## src/rtl/irq_pkg.sv

```systemverilog
package irq_pkg;

    typedef enum logic [2:0] {
        ST_IDLE,
        ST_SAVE_SR,
        ST_SAVE_PC,
        ST_UPDATE,
        ST_FETCH,
        ST_POP_PC,
        ST_POP_SR
    } seq_state_e;

    typedef enum logic [1:0] {
        SRC_NONE,
        SRC_NMI,
        SRC_SWX,
        SRC_MASK
    } irq_src_e;

endpackage

```

## src/rtl/irq_arbiter.sv

```systemverilog
module irq_arbiter
    import irq_pkg::*;
#(
    parameter int LVL_W        = 4,
    parameter int VEC_W        = 8,
    parameter int SWX_W        = 2,
    parameter int NMI_VEC      = 7,
    parameter int SWX_VEC_BASE = 12
) (
    input  logic             nmi_req,
    input  logic             swx_req,
    input  logic [SWX_W-1:0] swx_num,
    input  logic             mi_req,
    input  logic [LVL_W-1:0] mi_level,
    input  logic [VEC_W-1:0] mi_vec,
    input  logic             ie,
    input  logic [LVL_W-1:0] cur_level,
    output irq_src_e         win_src,
    output logic [VEC_W-1:0] win_vec,
    output logic [LVL_W-1:0] win_level
);

    logic mi_ok;
    assign mi_ok = mi_req && ie && (mi_level > cur_level);

    always_comb begin
        win_src   = SRC_NONE;
        win_vec   = '0;
        win_level = cur_level;
        if (nmi_req) begin
            win_src = SRC_NMI;
            win_vec = VEC_W'(NMI_VEC);
        end else if (swx_req) begin
            win_src = SRC_SWX;
            win_vec = VEC_W'(SWX_VEC_BASE) + VEC_W'(swx_num);
        end else if (mi_ok) begin
            win_src   = SRC_MASK;
            win_vec   = mi_vec;
            win_level = mi_level;
        end
    end

endmodule

```

## src/rtl/irq_vec_addr.sv

```systemverilog
module irq_vec_addr #(
    parameter int ADDR_W = 32,
    parameter int VEC_W  = 8
) (
    input  logic [ADDR_W-1:0] base,
    input  logic [VEC_W-1:0]  vec,
    output logic [ADDR_W-1:0] addr
);

    localparam int OFF_W = VEC_W + 2;

    logic [OFF_W-1:0] byte_off;
    assign byte_off = {vec, 2'b00};

    generate
        if (OFF_W < ADDR_W) begin : g_ext
            assign addr = base + {{(ADDR_W-OFF_W){1'b0}}, byte_off};
        end else begin : g_trunc
            assign addr = base + byte_off[ADDR_W-1:0];
        end
    endgenerate

endmodule

```

## src/rtl/irq_stack_ptr.sv

```systemverilog
module irq_stack_ptr #(
    parameter int          ADDR_W    = 32,
    parameter logic [31:0] RESET_VAL = 32'h100,
    parameter int          STEP      = 4
) (
    input  logic              clk,
    input  logic              rst_n,
    input  logic              dec,
    input  logic              inc,
    output logic [ADDR_W-1:0] sp
);

    localparam logic [ADDR_W-1:0] STEP_V = ADDR_W'(STEP);

    always_ff @(posedge clk or negedge rst_n) begin
        if (!rst_n) begin
            sp <= ADDR_W'(RESET_VAL);
        end else if (dec) begin
            sp <= sp - STEP_V;
        end else if (inc) begin
            sp <= sp + STEP_V;
        end
    end

endmodule

```

## src/rtl/irq_accept_top.sv

```systemverilog
module irq_accept_top
    import irq_pkg::*;
#(
    parameter int          ADDR_W       = 32,
    parameter int          LVL_W        = 4,
    parameter int          VEC_W        = 8,
    parameter int          SWX_W        = 2,
    parameter int          NMI_VEC      = 7,
    parameter int          SWX_VEC_BASE = 12,
    parameter int          LVL_LSB      = 4,
    parameter logic [31:0] SP_RESET     = 32'h100
) (
    input  logic              clk,
    input  logic              rst_n,
    input  logic              insn_done_i,
    input  logic [ADDR_W-1:0] pc_i,
    input  logic              mi_req_i,
    input  logic [LVL_W-1:0]  mi_level_i,
    input  logic [VEC_W-1:0]  mi_vec_i,
    input  logic              nmi_req_i,
    input  logic              swx_req_i,
    input  logic [SWX_W-1:0]  swx_num_i,
    input  logic              reti_i,
    input  logic              sr_wr_i,
    input  logic              sr_wr_ie_i,
    input  logic [LVL_W-1:0]  sr_wr_level_i,
    input  logic              vbase_wr_i,
    input  logic [ADDR_W-1:0] vbase_wr_data_i,
    input  logic [ADDR_W-1:0] stk_rdata_i,
    output logic              stk_we_o,
    output logic              stk_re_o,
    output logic [ADDR_W-1:0] stk_addr_o,
    output logic [ADDR_W-1:0] stk_wdata_o,
    output logic              pc_load_o,
    output logic [ADDR_W-1:0] pc_val_o,
    output logic              ack_nmi_o,
    output logic              ack_swx_o,
    output logic              ack_mi_o,
    output logic              busy_o,
    output logic [ADDR_W-1:0] status_o,
    output logic [ADDR_W-1:0] sp_o
);

    localparam int                WORD_BYTES = 4;
    localparam logic [ADDR_W-1:0] WORD_V     = ADDR_W'(WORD_BYTES);

    seq_state_e state_q, state_d;

    irq_src_e          src_q;
    logic [VEC_W-1:0]  vec_q;
    logic [LVL_W-1:0]  lvl_q;
    logic [ADDR_W-1:0] pc_q;
    logic              ie_q;
    logic [LVL_W-1:0]  il_q;
    logic [ADDR_W-1:0] vbase_q;

    irq_src_e          win_src;
    logic [VEC_W-1:0]  win_vec;
    logic [LVL_W-1:0]  win_level;
    logic [ADDR_W-1:0] fetch_addr;
    logic [ADDR_W-1:0] sp;
    logic              sp_dec;
    logic              sp_inc;
    logic              start_ret;
    logic              start_irq;
    logic [ADDR_W-1:0] sr_word;

    irq_arbiter #(
        .LVL_W        (LVL_W),
        .VEC_W        (VEC_W),
        .SWX_W        (SWX_W),
        .NMI_VEC      (NMI_VEC),
        .SWX_VEC_BASE (SWX_VEC_BASE)
    ) u_arb (
        .nmi_req   (nmi_req_i),
        .swx_req   (swx_req_i),
        .swx_num   (swx_num_i),
        .mi_req    (mi_req_i),
        .mi_level  (mi_level_i),
        .mi_vec    (mi_vec_i),
        .ie        (ie_q),
        .cur_level (il_q),
        .win_src   (win_src),
        .win_vec   (win_vec),
        .win_level (win_level)
    );

    irq_vec_addr #(
        .ADDR_W (ADDR_W),
        .VEC_W  (VEC_W)
    ) u_vaddr (
        .base (vbase_q),
        .vec  (vec_q),
        .addr (fetch_addr)
    );

    irq_stack_ptr #(
        .ADDR_W    (ADDR_W),
        .RESET_VAL (SP_RESET),
        .STEP      (WORD_BYTES)
    ) u_sp (
        .clk   (clk),
        .rst_n (rst_n),
        .dec   (sp_dec),
        .inc   (sp_inc),
        .sp    (sp)
    );

    always_comb begin
        sr_word                     = '0;
        sr_word[0]                  = ie_q;
        sr_word[LVL_LSB +: LVL_W]   = il_q;
    end

    assign start_ret = (state_q == ST_IDLE) && insn_done_i && reti_i;
    assign start_irq = (state_q == ST_IDLE) && insn_done_i && !reti_i
                       && (win_src != SRC_NONE);

    // Next-state logic
    always_comb begin
        state_d = state_q;
        unique case (state_q)
            ST_IDLE: begin
                if (start_ret) begin
                    state_d = ST_POP_PC;
                end else if (start_irq) begin
                    state_d = ST_SAVE_SR;
                end
            end
            ST_SAVE_SR: state_d = ST_SAVE_PC;
            ST_SAVE_PC: state_d = ST_UPDATE;
            ST_UPDATE:  state_d = ST_FETCH;
            ST_FETCH:   state_d = ST_IDLE;
            ST_POP_PC:  state_d = ST_POP_SR;
            ST_POP_SR:  state_d = ST_IDLE;
            default:    state_d = ST_IDLE;
        endcase
    end

    // State register
    always_ff @(posedge clk or negedge rst_n) begin
        if (!rst_n) begin
            state_q <= ST_IDLE;
        end else begin
            state_q <= state_d;
        end
    end

    // Status, capture and base registers
    always_ff @(posedge clk or negedge rst_n) begin
        if (!rst_n) begin
            src_q   <= SRC_NONE;
            vec_q   <= '0;
            lvl_q   <= '0;
            pc_q    <= '0;
            ie_q    <= 1'b0;
            il_q    <= '0;
            vbase_q <= '0;
        end else begin
            if (vbase_wr_i) begin
                vbase_q <= vbase_wr_data_i;
            end
            unique case (state_q)
                ST_IDLE: begin
                    if (start_irq) begin
                        src_q <= win_src;
                        vec_q <= win_vec;
                        lvl_q <= win_level;
                        pc_q  <= pc_i;
                    end else if (sr_wr_i && !start_ret) begin
                        ie_q <= sr_wr_ie_i;
                        il_q <= sr_wr_level_i;
                    end
                end
                ST_UPDATE: begin
                    ie_q <= 1'b0;
                    if (src_q == SRC_MASK) begin
                        il_q <= lvl_q;
                    end
                end
                ST_POP_SR: begin
                    ie_q <= stk_rdata_i[0];
                    il_q <= stk_rdata_i[LVL_LSB +: LVL_W];
                end
                default: ;
            endcase
        end
    end

    // Outputs decoded from the state
    always_comb begin
        stk_we_o    = 1'b0;
        stk_re_o    = 1'b0;
        stk_addr_o  = sp;
        stk_wdata_o = '0;
        pc_load_o   = 1'b0;
        pc_val_o    = '0;
        ack_nmi_o   = 1'b0;
        ack_swx_o   = 1'b0;
        ack_mi_o    = 1'b0;
        sp_dec      = 1'b0;
        sp_inc      = 1'b0;
        unique case (state_q)
            ST_SAVE_SR: begin
                stk_we_o    = 1'b1;
                stk_addr_o  = sp - WORD_V;
                stk_wdata_o = sr_word;
                sp_dec      = 1'b1;
            end
            ST_SAVE_PC: begin
                stk_we_o    = 1'b1;
                stk_addr_o  = sp - WORD_V;
                stk_wdata_o = pc_q;
                sp_dec      = 1'b1;
            end
            ST_FETCH: begin
                pc_load_o = 1'b1;
                pc_val_o  = fetch_addr;
                ack_nmi_o = (src_q == SRC_NMI);
                ack_swx_o = (src_q == SRC_SWX);
                ack_mi_o  = (src_q == SRC_MASK);
            end
            ST_POP_PC: begin
                stk_re_o  = 1'b1;
                pc_load_o = 1'b1;
                pc_val_o  = stk_rdata_i;
                sp_inc    = 1'b1;
            end
            ST_POP_SR: begin
                stk_re_o = 1'b1;
                sp_inc   = 1'b1;
            end
            default: ;
        endcase
    end

    assign busy_o   = (state_q != ST_IDLE);
    assign status_o = sr_word;
    assign sp_o     = sp;

endmodule

```

## config.mk

```make
export PLATFORM = sky130hd
export DESIGN_NAME = irq_accept_top
export DESIGN_NICKNAME = d
export VERILOG_FILES = /design/src/rtl/irq_pkg.sv /design/src/rtl/irq_arbiter.sv /design/src/rtl/irq_vec_addr.sv /design/src/rtl/irq_stack_ptr.sv /design/src/rtl/irq_accept_top.sv
export SDC_FILE = /design/constraint.sdc
export NUM_CORES = 1
export LEC_CHECK = 0
export BUFFER_PORTS_ARGS = -buffer_cell sky130_fd_sc_hd__buf_2
export CORE_UTILIZATION = 52
export DETAILED_ROUTE_END_ITERATION = 12
export PLACE_DENSITY = 0.87
export REMOVE_ABC_BUFFERS = 1
export SLEW_MARGIN = 20
export SYNTH_ARGS = -nofsm -noshare
export SYNTH_HDL_FRONTEND = slang
export SYNTH_HIERARCHICAL = 1
export SYNTH_SLANG_ARGS = --single-unit
```

## constraint.sdc

```tcl
create_clock -name clk -period 5.25 [get_ports clk]
set_input_delay 0.2625 -clock clk [delete_from_list [all_inputs] [get_ports clk]]
set_output_delay 0.2625 -clock clk [all_outputs]
set_load 0.01 [all_outputs]
```

; ---- After elaboration in Yosys (flattened, before gate mapping)
; Index checks and enable logic that the tools add are counted.
[classes]
n_addsub = 4
order_cmp = 1
n_eq_ne = 13
n_mux = 30
n_reduce_logical = 20
[op_table]
columns = cell, count
row1 = case mux 32 bit (2 select lines), 2
row2 = two-way mux 32 bit, 3
row3 = adder 32 x 10 -> 32 bit, 1
row4 = adder 32 x 3 -> 32 bit (second input constant), 1
row5 = subtractor 32 x 3 -> 32 bit (second input constant), 1
row6 = two-way mux 4 bit, 6
row7 = two-way mux 8 bit, 3
row8 = case mux 3 bit (5 select lines), 1
row9 = case mux 4 bit (3 select lines), 1
row10 = equality test 3 bit (second input constant), 3
row11 = two-way mux 1 bit, 8
row12 = logical AND 1 bit, 7
row13 = equality test 3 x 2 -> 1 bit (second input constant), 2
row14 = two-way mux 2 bit, 3
row15 = two-way mux 3 bit, 2
row16 = nonzero test 3 bit, 2
row17 = OR reduction 2 bit, 3
row18 = adder 4 x 2 -> 5 bit (first input constant), 1
row19 = equality test 2 bit (second input constant), 2
row20 = greater-than comparator 4 bit, 1
row21 = inequality test 2 bit (second input constant), 2
row22 = AND reduction 4 bit, 1
row23 = nonzero test 2 bit, 2
row24 = equality test 3 x 1 -> 1 bit (second input constant), 1
row25 = other kinds (8), 9
[totals]
elab_cells = 77
out_inout_bits = 167
register_bits = 118
input_bits = 124

; ---- Logic depth before layout (Yosys ltp)
; Gate-level depths: netlist of the first run.
[logic_depth]
depth_word = 10
ltp_mapped = 13
mapped_depth_nobuf = 11

; ---- Modules after synthesis
; The synthesis of the first run kept the hierarchy.
[by_module_without_submodules]
columns = module, cells_each, area_per_inst_um2, instances
row1 = irq_accept_top, 460, 5013.6, 1
row2 = irq_stack_ptr, 316, 2612.5, 1
row3 = irq_vec_addr, 109, 824.5, 1
row4 = irq_arbiter, 33, 301.5, 1

; ---- Worst setup path after synthesis of the first run
; No wires, ideal clock.
[synth_timing]
path_type = register to register
start = register state_q[0]
end = register u_sp.sp[26]
path_slack_ns = 0.609
path_stages_with_launch = 13
setup_ns = 0.120
arrival_time_ns = 4.521
path_buffers = 1
t_required_ns = 5.130
path_cell_list = dfrtp_1 buf_2 xnor2_1 nor2_1 ha_1 a21o_1 a221oi_2 nor4_1 o21a_1 nor2_4 a211oi_1 or3_1 a31o_1
[synth_between]
elab_chain_cells = 4
elab_cells_between_ends = 10
cone_classes = 4 x eq/ne / 3 x mux / 3 x reduce/logical
[synth_lines]
columns = item, line
row1 = "start, declared", irq_accept_top.sv:47  ; seq_state_e state_q, state_d;
row2 = "start signal, assigned", irq_accept_top.sv:145  ; state_q <= state_d;
row3 = equality test 3 x 2 -> 1 bit / equality test 3 x 1 -> 1 bit (equally long branches), -
row4 = OR reduction 2 bit (no line) *, -
row5 = two-way mux 1 bit *, -
row6 = net stk_we_o, irq_accept_top.sv:30  ; output logic stk_we_o,
row7 = two-way mux 32 bit / nonzero test 2 bit (equally long branches), -
row8 = "end signal, assigned", irq_stack_ptr.sv:17  ; sp <= ADDR_W'(RESET_VAL);
row9 = "end signal, assigned", irq_stack_ptr.sv:19  ; sp <= sp - STEP_V;
row10 = "end signal, assigned", irq_stack_ptr.sv:21  ; sp <= sp + STEP_V;
row11 = "end, declared", irq_stack_ptr.sv:10  ; output logic [ADDR_W-1:0] sp
; Mark *: on every way through the listed nets, which the timed path passes. The rest lies on a longest branch.
; A chain may end at the register's enable or synchronous reset.

; ---- Worst setup path after layout of the first run
[layout_timing]
start = register state_q[1]
end = register u_sp.sp[29]
[layout_between]
elab_chain_cells = 4
elab_cells_between_ends = 10
cone_classes = 4 x eq/ne / 3 x mux / 3 x reduce/logical
[layout_lines]
columns = item, line
row1 = "equality test 3 x 2 -> 1 bit, or another cell as far along", irq_accept_top.sv:203  ; unique case (state_q)
row2 = OR reduction 2 bit (no line), -
row3 = two-way mux 1 bit, irq_accept_top.sv:203
row4 = two-way mux 32 bit / nonzero test 2 bit (equally long branches), -
; Several ways; a longest one is shown, not always the timed one.

==> metrics.yaml, run 1 <==
path_cells: "xnor2_1, nor2_4, buf_4, ha_1, nand4_1, nor3_1, nand4_1, o21ai_2, a211oi_1, or4_1, a31oi_1"
finalPower_w: 0.00760
fin_cells: 1386
die_h_um: 132
root_buffer: "clkbuf_16"
synthArstFlopShare: 1.00
final_cell_area_mm2: 0.0106
power_frac_seq: 0.219
die_w_um: 132
r2r_cells: 11
num_rows: 47
netlist_area_mm2: 0.00875
nFillCells: 1340
hpwl_um: 18000
timing.final.crit_share: 0.710
io_buffers: 259
cp_slowest_cell: "xnor2_1"
slowest_delay_ns: 0.56
leakage_nw: 5.14
synth_edf_count: 0
viasPerCell: 5.75
holdWs_ns: 0.0744
clk_pin_slew_worst_paths_ns: 0.06
required_ns: 5.58
first_iter_violations: 632
grt_max_degree: 71
cap_violations: 0
ys_seq_elements: 116
fin_skew_ns: 0.00752
nNetsFinal: 1320
cts.path.max_buffers: 2
path_common_cell: "nand4_1"
hold_path_depth: 2
cp.buffers_inverters: 1
dr.pass1.iters: 6
crit_family: "simple AND/OR/NAND/NOR gates"
grt_overflow: 0
cp-start-kind: "register"
route.detailed.drc: 0
dieArea_mm2: 0.0174
layout_commonest_cell: "buf_2"
multi_input_area_mm2: 0.00542
ir_drop_v: 0.000515
cts_num_sinks: 116
netSwitchingFraction: 0.479
avgRoutedWirePerCell_um: 17.4
seqCellArea_mm2: 0.00291
ant_nets: 0
power_density_mw_per_mm2: 715
p_int_w: 0.00396
drive_gt1_frac: 0.360
htreeDepth: 4
holdCritPathClass: "in2reg"
grt_pass1_vias: 7614
post_cts_resized: 0
ys.flop_type: "dfrtp_1"
worst-slew-pin-transition_ns: 1.06
cp.depth: 11
tns_ns: 0
cp_max_fo: 27
synth-warning-count: 6
clk_latency_ns: 0.41
antenna_found_initial: 0
grt_first_pass_wirelength_um: 39300
power.switching_w: 0.00364
pwr-share-comb: 0.631
routabilityCongestion: 0.935
placed_area_mm2: 0.0100
slew_violations: 0
setup_viol_count_final: 0
drt-total-wl_um: 24200
clock_power_share: 0.150
cp-end-kind: "register"
dp.cells: 1353
syn_to_final_growth_pct: 21.4
fmax_ghz: 0.268
tritoncts: "built"
syn_inst: 918
final_cell_mix: "258 x buf_2, 114 x dfrtp_1, 86 x nor2_1"
period_minus_slack_ns: 3.73
track_usage: 0.282
vias: 7966
slew_headroom: 0.293
n_antenna_cell: 0
arrival_ns: 4.05
core_mm2: 0.0165
synthDistinctLibCells: 82
status: "finished, final reports clean"
cts-buffers-inserted: 17
rsz0062_at_grt: "false"
synth.avg_cell_area_um2: 9.53
start_util: 0.530
ys_seq_area_frac: 0.332
io_pins: 291
hold_viol: 0
crit_type: "reg2reg"
==> logic make-up (layout without fill, tap and decap cells) <==
group	count (synthesis)	after routing	share of synthesized area
xor+xnor	77	77	0.0771
flops	116	116	0.332
fa+ha+maj	43	43	0.0632
compound gates	172	172	0.139
buf+inv	100	321	0.0623
simple gates	289	289	0.177
mux	119	119	0.149
other cells	2	29	0.000858
==> through the flow <==
stage                     utilization  setup slack, ns
after global placement          0.607             1.71
after CTS                       0.643             1.55
after floorplan                     -            -2.01
after detailed placement        0.607             1.57
final                           0.643             1.52
after global routing            0.643             1.25
==> worst register-to-register path, stage by stage (launching register included) <==
cell and delay (ns):
dfrtp_1 0.39, xnor2_1 0.56, nor2_4 0.21, buf_4 0.30
ha_1 0.49, nand4_1 0.17, nor3_1 0.28, nand4_1 0.14
o21ai_2 0.27, a211oi_1 0.15, or4_1 0.51, a31oi_1 0.16
==> cell usage after synthesis (all sizes together) (6+ instances only) <==
cell type,count,area (um^2)
a21oi,49,260
inv,22,82.6
nand3,20,105
buf,53,369
nand2b,7,43.8
and3,35,219
xnor2,47,412
ha,41,513
nor2b,9,56.3
a211oi,8,70.1
o22ai,7,43.8
nand4,12,75.1
mux2,87,980
nor2,90,345
or4,7,60.1
o2111ai,9,85.1
nor4,9,111
o211ai,7,66.3
o21ai,24,128
and2,10,68.8
a21o,19,143
clkbuf,25,93.8
mux2i,32,320
o21a,6,45.0
dfrtp,115,2880
nor3,12,65.1
xor2,30,263
nand2,54,205
==> layer usage <==
layer | vias up | global-route usage | part of all wire
li1 | 3722 | - | -
met2 | 364 | 0.466 | 0.48
met3 | 62 | 0.0504 | 0.061
met5 | - | 0 | 0
met4 | 0 | 0.110 | 0.029
met1 | 3818 | 0.367 | 0.43
==> layout make-up <==
class                   instances  share of cell area
clock inverters                15              0.0147
repair buffers                267               0.128
clock buffers                  17              0.0400
flip-flops and latches        116               0.273
well taps                     220              0.0259
inverters                      22             0.00777
multi-input cells             729               0.510
==> power by group through the flow <==
stage	clock network [W]	registers [W]	logic, W
6_report	0.00114	0.00167	0.00479
5_1_grt	0.00120	0.00172	0.00525
4_1_cts	0.00116	0.00166	0.00473
3_5_place_dp	0	0.00167	0.00469
3_3_place_gp	0	0.00165	0.00460
2_1_floorplan	0	0.00169	0.00329
==> final timing paths <==
| check | from | endpoint | slack (ns) |
|---|---|---|---|
| min in group asynchronous | rst_n | u_sp/sp[9] | 0.41 |
| hold reg to reg | pc_q[3] | pc_q[3] | 0.48 |
| hold / removal | pc_i[3] | pc_q[3] | 0.07 |
| max in group asynchronous | rst_n | lvl_q[0] | 3.50 |
| setup / recovery | state_q[1] | u_sp/sp[29] | 1.52 |
| setup reg to reg | state_q[1] | u_sp/sp[29] | 1.52 |
==> registers in the layout, summed over array words and instances (netlist names) <==
name     count
src_q        2
u_sp/sp     30
vec_q        8
vbase_q     32
il_q         4
lvl_q        4
pc_q        32
ie_q         1
state_q      3
==> what timing repair did <==
action,CTS,global route
hold buffers,1,0
endpoints found under the hold margin,45,0
buffers inserted,0,0
No activity file was read; power rests on OpenSTA's default activity.
==> inputs of run 2 (changes only) <==
ABC_AREA = 1   (was unset)
CORE_UTILIZATION = 54   (was 52)
clock period = 3.5 ns   (was 5.25 ns; I/O delays follow)
==> metrics.yaml, run 2 <==
syn_to_final_growth_pct: 24.5
io_pins: 291
hold_viol: 0
dp.cells: 2057
synth_top_area_frac: 0.278
route.detailed.drc: 0
status: "finished, final reports clean"
worst-slew-pin-transition_ns: 1.09
required_ns: 3.32
n_antenna_cell: 0
power_frac_seq: 0.194
syn_inst: 1601
wl_met3_um: 2310
final_cell_area_mm2: 0.0129
netlist_area_mm2: 0.0103
cts_num_sinks: 116
post-route-util: 0.686
core_mm2: 0.0188
grt_pass1_vias: 11200
antenna_found_initial: 0
post_cts_resized: 0
reg_top3: "pc_q (32), vbase_q (32), u_sp/sp (30)"
period_minus_slack_ns: 3.01
fin_skew_ns: 0.0105
grt_overflow: 0
nNetsFinal: 2071
viasPerCell: 5.43
synth-warning-count: 6
layout_commonest_cell: "nand2_1"
tritoncts: "built"
clk_pin_slew_worst_paths_ns: 0.06
cts_hold_buf: 62
slew_violations: 0
arrival_ns: 2.84
setup_viol_count_final: 0
avgRoutedWirePerCell_um: 15.2
clk_latency_ns: 0.43
cp-end-kind: "output pin"
yosys-top-cells-count: "546 x nand2_1, 226 x inv_1, 163 x nand3_1, 134 x nor2_1, 115 x dfrtp_1"
start_util: 0.551
crit_type: "reg2out"
cts.path.max_buffers: 2
holdCritPathClass: "in2reg"
drive_gt1_frac: 0.211
die_w_um: 140
fin_cells: 2151
synth.area.top_cells: "dfrtp_1 28%, nand2_1 20%, inv_1 8.2%"
wl_met2_um: 16500
die_h_um: 140
power.switching_w: 0.00700
grt_first_pass_wirelength_um: 52700
synthArstFlopShare: 1.00
synthDistinctLibCells: 44
highest_layer: "met4"
netlist.top_cell.by_area: "dfrtp_1"
fmax_ghz: 0.332
fin_ws_ns: 0.487
cp_max_fo: 33
grt_max_degree: 72
dr.pass1.iters: 6
io_buffers: 259
netSwitchingFraction: 0.540
pre_cts_ws_ns: 0.822
hpwl_um: 23500
synth.avg_cell_area_um2: 6.46
ys_seq_area_frac: 0.281
cts-buffers-inserted: 17
ir_drop_v: 0.000857
track_usage: 0.335
placed_area_mm2: 0.0116
clock_power_share: 0.142
nFillCells: 1534
rsz0062_at_grt: "false"
p_int_w: 0.00597
synth_edf_count: 0
dieArea_mm2: 0.0197
vias: 11700
power_density_mw_per_mm2: 1010
cap_violations: 0
yosys.cell_count.top_type: "nand2_1"
pwr-share-comb: 0.664
first_iter_violations: 933
ys_seq_elements: 116
drt-total-wl_um: 32800
cp-start-kind: "register"
post_cts_buffers: 0
root_buffer: "clkbuf_16"
htreeDepth: 4
leakage_nw: 7.32
ant_nets: 0
num_rows: 50
slew_headroom: 0.274
finalPower_w: 0.0130
wl_met1_um: 12600
final_cell_mix: "546 x nand2_1, 258 x buf_2, 226 x inv_1"
timing.final.crit_share: 0.861
ys.flop_type: "dfrtp_1"
routabilityCongestion: 1.02
[run 2: cell count changes after synthesis, sizes merged, moves of 31 or more]
cell,before,now
xnor2,47,16
mux2i,32,0
and3,35,0
mux2,87,32
nand2,54,565
nand3,20,172
o21ai,24,68
nor2,90,162
inv,22,231
[run 2: path summary, 6_finish.rpt]
| path | end | slack, ns | cells past startpoint | from |
|---|---|---|---|---|
| min | vbase_q[8] | 0.01 | 2 | vbase_wr_data_i[8] |
| min reg2reg | vec_q[3] | 0.48 | 2 | vec_q[3] |
| min in group asynchronous | pc_q[10] | 0.45 | 2 | rst_n |
| max reg2reg | pc_q[29] | 0.59 | 12 | il_q[3] |
| max in group asynchronous | state_q[2] | 2.26 | 3 | rst_n |
| max | stk_addr_o[31] | 0.49 | 10 | state_q[1] |
[run 2: power by group through the flow]
stage | Combinational, W | Sequential (W) | Clock, W
after floorplan | 0.00583 | 0.00245 | 0
after global placement | 0.00797 | 0.00248 | 0
after detailed placement | 0.00822 | 0.00250 | 0
after CTS | 0.00840 | 0.00248 | 0.00187
after global routing | 0.00951 | 0.00257 | 0.00192
final | 0.00861 | 0.00251 | 0.00184
[run 2: cells by family (layout without fill, tap and decap cells)]
logic type / after synthesis / after routing / synth area share
compound gates: 112 / 112 / 0.0587
xor+xnor: 42 / 42 / 0.0363
fa+ha+maj: 43 / 43 / 0.0535
buf+inv: 305 / 594 / 0.132
flops: 116 / 116 / 0.281
mux: 32 / 32 / 0.0348
other cells: 2 / 29 / 0.000726
simple gates: 949 / 949 / 0.403
[run 2: worst max-delay path, stage by stage, from the launching register on]
cell and delay [ns]:
dfrtp_1 0.50, nand2_1 0.10, nand2_1 0.08, nor2_4 0.09, buf_4 0.38, buf_4 0.29, nand3_1 0.13, nor2_2 0.40
nand4_1 0.15, nand2_1 0.12, buf_2 0.14
[run 2: routing by layer]
metal,global-route usage,vias to the layer above
met3,0.0581,125
met5,0,-
li1,-,5566
met1,0.382,5381
met2,0.602,599
met4,0.171,0
[run 2: stage by stage]
stage,setup TNS [ns],hold slack [ns]
after floorplan,-17.08,-0.121
after detailed placement,0,0.387
after global placement,0,0.377
after global routing,0,0.00542
final,0,0.00954
after CTS,0,0.00689
[run 2: cell type report]
class | count | area, um^2 | area share
clock buffer | 17 | 425 | 0.0331
clock inverter | 15 | 184 | 0.0143
inverter | 232 | 875 | 0.0679
multi-input combinational | 1207 | 6180 | 0.480
sequential | 116 | 2910 | 0.226
tap | 234 | 293 | 0.0227
timing repair buffer | 330 | 2010 | 0.156
